--- config.mk ---
export PLATFORM = sky130hd
export DESIGN_NAME = txtgfx_pixgen
export DESIGN_NICKNAME = d
export VERILOG_FILES = /design/src/rtl/pixgen_pkg.sv /design/src/rtl/pixgen_fetch.sv /design/src/rtl/pixgen_font.sv /design/src/rtl/pixgen_shift.sv /design/src/rtl/txtgfx_pixgen.sv
export SDC_FILE = /design/constraint.sdc
export NUM_CORES = 1
export LEC_CHECK = 0
export BUFFER_PORTS_ARGS = -buffer_cell sky130_fd_sc_hd__buf_4
export CORE_MARGIN = 3
export CORE_UTILIZATION = 30
export DETAILED_ROUTE_END_ITERATION = 16
export PLACE_DENSITY_LB_ADDON = 0.25
export SYNTH_ARGS = -nofsm -noshare
export SYNTH_HDL_FRONTEND = slang
export SYNTH_SLANG_ARGS = --single-unit
export TNS_END_PERCENT = 10
--- constraint.sdc ---
create_clock -name clk -period 4.5 [get_ports clk]
set_clock_uncertainty 0.15 [all_clocks]
set_input_delay 0.45 -clock clk [delete_from_list [all_inputs] [get_ports clk]]
set_output_delay 0.45 -clock clk [all_outputs]
set_load 0.02 [all_outputs]
--- src/rtl/pixgen_pkg.sv ---
package pixgen_pkg;

    localparam int BYTE_W = 8;
    localparam int CODE_W = 7;
    localparam int LINE_W = 3;

    // Computed glyph store: 128 codes x 8 rows, no stored table.
    function automatic logic [BYTE_W-1:0] glyph_row(input logic [CODE_W-1:0] code,
                                                    input logic [LINE_W-1:0] line);
        return {code, 1'b1} ^ {line, line, line[1:0]};
    endfunction

endpackage

--- src/rtl/pixgen_fetch.sv ---
module pixgen_fetch
    import pixgen_pkg::*;
#(
    parameter int ADDR_W = 16,
    parameter int BASE_W = 7
) (
    input  logic              clk,
    input  logic              rst_n,
    input  logic [6:0]        hpos,
    input  logic              hactive,
    input  logic [7:0]        vpos,
    input  logic              vactive,
    input  logic              mode_text,
    input  logic              inv_sel,
    input  logic [BASE_W-1:0] base,
    output logic [ADDR_W-1:0] mem_addr,
    output logic              mem_rd,
    output logic              ld_o,
    output logic              ld_text_o,
    output logic [LINE_W-1:0] ld_line_o,
    output logic              ld_isel_o
);
    localparam int LOW_W = ADDR_W - BASE_W;

    typedef struct packed {
        logic              load;
        logic              text;
        logic [LINE_W-1:0] line;
        logic              isel;
    } stg_t;

    typedef struct packed {
        logic [ADDR_W-1:0] addr;
        logic              rd;
        stg_t              s1;
        stg_t              s2;
    } state_t;

    state_t st_d, st_q;
    logic              fire;
    logic [LOW_W-1:0]  low;

    always_comb begin
        st_d = st_q;
        fire = hactive && vactive &&
               (mode_text ? (hpos[2:0] == 3'd0) : (hpos[3:0] == 4'd0));
        low  = mode_text ? LOW_W'({vpos[7:3], hpos[6:3]})
                         : LOW_W'({vpos[7:2], hpos[6:4]});
        st_d.rd = fire;
        if (fire) begin
            st_d.addr = {base, low};
        end
        st_d.s1.load = fire;
        st_d.s1.text = mode_text;
        st_d.s1.line = vpos[2:0];
        st_d.s1.isel = inv_sel;
        st_d.s2      = st_q.s1;
    end

    always_ff @(posedge clk) begin
        if (!rst_n) begin
            st_q <= '0;
        end else begin
            st_q <= st_d;
        end
    end

    assign mem_addr  = st_q.addr;
    assign mem_rd    = st_q.rd;
    assign ld_o      = st_q.s2.load;
    assign ld_text_o = st_q.s2.text;
    assign ld_line_o = st_q.s2.line;
    assign ld_isel_o = st_q.s2.isel;

    AST_FETCH_IN_WINDOW: assert property (@(posedge clk) disable iff (!rst_n)
        mem_rd |-> $past(hactive && vactive));
    AST_FETCH_SPACED: assert property (@(posedge clk) disable iff (!rst_n)
        mem_rd |=> !mem_rd);
    AST_BASE_BITS: assert property (@(posedge clk) disable iff (!rst_n)
        mem_rd |-> mem_addr[ADDR_W-1:LOW_W] == $past(base));
    AST_TEXT_ROW: assert property (@(posedge clk) disable iff (!rst_n)
        (mem_rd && $past(mode_text)) |-> mem_addr[LOW_W-1:LOW_W-5] == $past(vpos[7:3]));

endmodule

--- src/rtl/pixgen_font.sv ---
module pixgen_font
    import pixgen_pkg::*;
(
    input  logic [BYTE_W-1:0] rdata,
    input  logic [LINE_W-1:0] line,
    input  logic              text,
    input  logic              isel,
    output logic [BYTE_W-1:0] pattern
);
    logic rev;

    always_comb begin
        rev = isel ? rdata[6] : rdata[7];
        if (text) begin
            pattern = glyph_row(rdata[CODE_W-1:0], line) ^ {BYTE_W{rev}};
        end else begin
            pattern = rdata;
        end
    end

endmodule

--- src/rtl/pixgen_shift.sv ---
module pixgen_shift
    import pixgen_pkg::*;
#(
    parameter int ACT_DLY = 3
) (
    input  logic              clk,
    input  logic              rst_n,
    input  logic              load,
    input  logic              load_text,
    input  logic [BYTE_W-1:0] pattern,
    input  logic              act_in,
    input  logic              invert,
    output logic              vid
);
    localparam int CNT_W = 4;

    typedef struct packed {
        logic [BYTE_W-1:0]  sh;
        logic [CNT_W-1:0]   cnt;
        logic               text;
        logic [ACT_DLY-1:0] act;
        logic               vid;
    } state_t;

    state_t st_d, st_q;

    always_comb begin
        st_d     = st_q;
        st_d.act = {st_q.act[ACT_DLY-2:0], act_in};
        if (load) begin
            st_d.sh   = pattern;
            st_d.cnt  = '0;
            st_d.text = load_text;
        end else begin
            st_d.cnt = st_q.cnt + 1'b1;
            if (st_q.text || st_q.cnt[0]) begin
                st_d.sh = {st_q.sh[BYTE_W-2:0], 1'b0};
            end
        end
        st_d.vid = st_q.act[ACT_DLY-1] & (st_q.sh[BYTE_W-1] ^ invert);
    end

    always_ff @(posedge clk) begin
        if (!rst_n) begin
            st_q <= '0;
        end else begin
            st_q <= st_d;
        end
    end

    assign vid = st_q.vid;

    AST_BITMAP_HOLD: assert property (@(posedge clk) disable iff (!rst_n)
        (!load && !st_q.text && !st_q.cnt[0]) |=> st_q.sh[BYTE_W-1] == $past(st_q.sh[BYTE_W-1]));

endmodule

--- src/rtl/txtgfx_pixgen.sv ---
module txtgfx_pixgen
    import pixgen_pkg::*;
#(
    parameter int ADDR_W = 16,
    parameter int BASE_W = 7
) (
    input  logic              clk,
    input  logic              rst_n,
    input  logic [6:0]        hpos,
    input  logic              hactive,
    input  logic [7:0]        vpos,
    input  logic              vactive,
    input  logic              mode_text,
    input  logic              invert,
    input  logic              inv_sel,
    input  logic [BASE_W-1:0] base,
    input  logic [7:0]        mem_rdata,
    output logic [ADDR_W-1:0] mem_addr,
    output logic              mem_rd,
    output logic              vid
);
    localparam int PIX_LAT = 4;

    logic              ld;
    logic              ld_text;
    logic [LINE_W-1:0] ld_line;
    logic              ld_isel;
    logic [BYTE_W-1:0] pattern;

    pixgen_fetch #(.ADDR_W(ADDR_W), .BASE_W(BASE_W)) u_fetch (
        .clk       (clk),
        .rst_n     (rst_n),
        .hpos      (hpos),
        .hactive   (hactive),
        .vpos      (vpos),
        .vactive   (vactive),
        .mode_text (mode_text),
        .inv_sel   (inv_sel),
        .base      (base),
        .mem_addr  (mem_addr),
        .mem_rd    (mem_rd),
        .ld_o      (ld),
        .ld_text_o (ld_text),
        .ld_line_o (ld_line),
        .ld_isel_o (ld_isel)
    );

    pixgen_font u_font (
        .rdata   (mem_rdata),
        .line    (ld_line),
        .text    (ld_text),
        .isel    (ld_isel),
        .pattern (pattern)
    );

    pixgen_shift #(.ACT_DLY(PIX_LAT - 1)) u_shift (
        .clk       (clk),
        .rst_n     (rst_n),
        .load      (ld),
        .load_text (ld_text),
        .pattern   (pattern),
        .act_in    (hactive && vactive),
        .invert    (invert),
        .vid       (vid)
    );

    AST_BLANK_OUT: assert property (@(posedge clk) disable iff (!rst_n)
        vid |-> $past(hactive && vactive, 4));

endmodule

==> results by group <==
Die
  – # rows: 27
  – Die H: 83.2 um
  – IO Pins: 55
  – Die width: approximately 83 um
  – Initial Util: 31.7%
  – Die Footprint: 0.00693 mm^2
  – Core ar.: about 0.0056 mm^2

Place
  – Placed Instances: between 200 and 300
  – Routability cong.: 0.727
  – Final HPWL DP: 2.50 mm
  – I/O Buffers: 54
  – DP Worst Slack: between 2 and 2.5 ns

CTS
  – CTS Sinks: 42
  – Root buffer cell: clkbuf_8
  – Worst-Skew Late Latency: 0.28 ns
  – CTS Hold Bufs: 0
  – Max clock buf depth: 2
  – Post-CTS resize count: 0
  – CTS Buf Count: 5
  – CTS tree: yes
  – Clock slew at reported path FFs: 0.08 ns
  – Setup Buffers After CTS: 0
  – # H-tree levels: 2

Yosys
  – Top cells by area, synth: dfxtp_1 47%, mux2i_1 14%, xnor3_1 6.3%
  – Post-synthesis mux area share: 15.9%
  – Net Count, Synth: 197
  – Main synth FF type: dfxtp_1
  – Synth Area in Adders: 0%
  – Post-Syn Area: 0.00179 mm^2
  – Post-Synth Simple-Gate Area: 17.2%
  – Synth Area in Compound Gates: 7.41%
  – Post-synthesis sequential area ratio: 47.0%
  – Syn. warnings: 0
  – Share of the synthesized area in the top cell type: 47.0%
  – Distinct cells, synth: 28
  – Cells after Synth: 160
  – Largest family of logic cells by synthesized area: simple AND/OR/NAND/NOR gates
  – Yosys reg bits: 42
  – Async SR Flop Fraction: 0%
  – Yosys top cell by area: dfxtp_1
  – Syn_area_per_cell: 11.2 um^2
  – Post-synth EDFFs: 0
  – Xor and xnor area share after synthesis: 8.25%

STA
  – Worst-margin pin slew: approximately 0.95 ns
  – Final hold vios: 0
  – RSZ-0062 raised after global routing: no
  – Setup TNS Final: 0 ns
  – F_max: 534 MHz
  – Final critical-path required period: between 1.5 and 2 ns
  – Slew HR: 36.9%
  – Final setup vio count: 0
  – Period utilization: 41.6%
  – Final slew viol count: 0
  – Post-route setup slack: between 2 and 3 ns

Route
  – 1st-iter DRT viols: 35
  – # DRC: 0
  – Vias/cell: 4.36
  – Drt total wl: ~3.4 mm
  – Routed Antenna Nets: 0
  – Routed len/inst: 11.8 um
  – Vias: 1246
  – DRT Pass-1 Iters: 4

Pwr
  – Pwr Density: 307 mW/mm^2
  – Switching share of power: 22.4%
  – Logic pwr share: 11.2%
  – Worst IR Drop VDD: 0.127 mV
  – Switching power: 0.000159 W
  – Part of the power in registers: between 50 and 60%
  – Static Leak: 1.05 nW
  – Clock power share: between 30% and 40%
  – Int Power: 0.000551 W

Worst setup path
  – CP max stage delay: 0.85 ns
  – Top delay family on crit path: simple AND/OR/NAND/NOR gates
  – WS Path Type: primary input to flop
  – CP Buf/Inv Count: 1
  – Setup crit end kind: flop
  – CP required: 4.53 ns
  – Crit-path slowest cell: and4_1
  – Crit path DAT: 1.90 ns
  – Worst-path fanout max: 21
  – CP cell instances: buf_4, nor3_1, and4_1, mux2i_1, nor2b_1
  – Reg2Reg Setup Slack: slightly below 3 ns
  – Setup crit start kind: primary input

Run
  – Max_cap viols: 0

Global routing
  – Tot GR Track Use: 10.5%
  – Gr ovfl total: 0
  – Pin count of the biggest net entering global routing: 37
  – Initial antenna violation count: 0
  – First-pass GRT wire length: 5.94 mm
  – Vias in the first global route: 1287

Min path
  – Tightest Hold Check Type: primary input to flop

Cells and area
  – Ant. Diodes: 0
  – Syn-to-layout area delta: 29.2%
  – Total Nets Final: 250
  – Final Util: 41.0%
  – Share of cells above drive strength 1: 30.8%
  – Non-filler cells, final: 286

Outcome
  – Status: finished, final reports clean
==> per-stage QoR <==
stage | hold slack (ns) | cell area, um^2 | total power, W
after CTS | 0.201 | 2310 | 0.000723
after detailed placement | 0.268 | 2220 | 0.000474
final | 0.218 | 2310 | 0.000709
after global routing | 0.201 | 2310 | 0.000747
after floorplan | 0.262 | 1790 | 0.000437
after global placement | 0.266 | 2220 | 0.000473
==> worst register-to-register path, stage by stage, from the launching register on <==
cell and delay, ns:
dfxtp_1 0.43, mux2i_4 0.40, xnor3_1 0.28, nor2_1 0.11, o32ai_1 0.08
==> cell usage in the layout, fill, tap and decap left out <==
cell type    n
clkinv_2     1
o32ai_1      6
nor2_4       1
nor2_1      13
clkinvlp_4   1
nand2b_1     2
mux2_2       1
mux2i_4      1
o22ai_1      1
nor3_1       1
xnor3_1      5
a221oi_1     1
xnor2_1      1
xor2_1       3
and2_2       1
and3_1       2
a21oi_1      1
buf_4       54
nand3b_1     1
clkbuf_8     6
and4_1       1
inv_1        2
nand2_1      5
o211a_1      4
o21ai_0      4
nor2b_1     15
mux2i_1     25
dfxtp_1     42
and2_1      13
==> per-layer routing <==
metal	track usage [%]	up-vias	part of all wire [%]
met5	0	-	0
met4	3.57	0	0.65
met3	4.07	2	6.4
met2	16.8	33	47
met1	12.7	558	46
li1	-	653	-
==> cell families after synthesis <==
family          after synthesis
compound gates               17
mux                          27
simple gates                 55
flops                        42
buf+inv                      10
xor+xnor                      9
==> cells in the mapped netlist, types with 2 or more instances <==
master,n
and2_1,13
and3_1,2
buf_6,3
clkbuf_1,4
dfxtp_1,42
inv_1,2
mux2i_1,25
nand2_1,5
nand2b_1,2
nor2_1,13
nor2b_1,15
o211a_1,4
o21ai_0,4
o32ai_1,6
xnor3_1,5
xor2_1,3
==> layout make-up <==
cell class / instances / area, um^2
multi-input combinational: 108 / 872
inverter: 2 / 7.51
clock inverter: 2 / 12.5
fill: 568 / 3330
sequential: 42 / 841
clock buffer: 6 / 82.6
timing repair buffer: 54 / 405
tap: 72 / 90.1
==> power groups by stage <==
stage	Combinational (W)	Sequential, W	Clock [W]
CTS	0.0000802	0.000385	0.000258
floorplan	0.0000435	0.000394	0
finish	0.0000792	0.000385	0.000246
global route	0.0000869	0.000386	0.000274
detailed placement	0.0000801	0.000393	0
global placement	0.0000793	0.000394	0
==> path summary, 6_finish.rpt <==
check,start,to,cells after the start
worst min register to register,u_shift.st_d[2]$_SDFF_PN0_,u_shift.st_d[3]$_SDFF_PN0_,1
worst min-delay path,inv_sel,u_fetch.st_d[0]$_SDFF_PN0_,2
worst max register to register,u_fetch.ld_isel_o$_SDFF_PN0_,u_shift.st_q[15]$_SDFFE_PN0P_,4
worst max-delay path,hpos[1],u_fetch.mem_addr[10]$_SDFFE_PN0P_,5
==> flip-flops by register name, summed over array words and instances, names as in the netlist <==
register           count
u_fetch.mem_rd         1
u_fetch.mem_addr      16
u_shift.st_d           2
u_shift.st_q          11
u_fetch.ld_o           1
u_shift.vid            1
u_fetch.ld_text_o      1
u_fetch.st_d           5
u_fetch.ld_line_o      3
u_fetch.ld_isel_o      1
No activity file was read; power rests on OpenSTA's default activity.
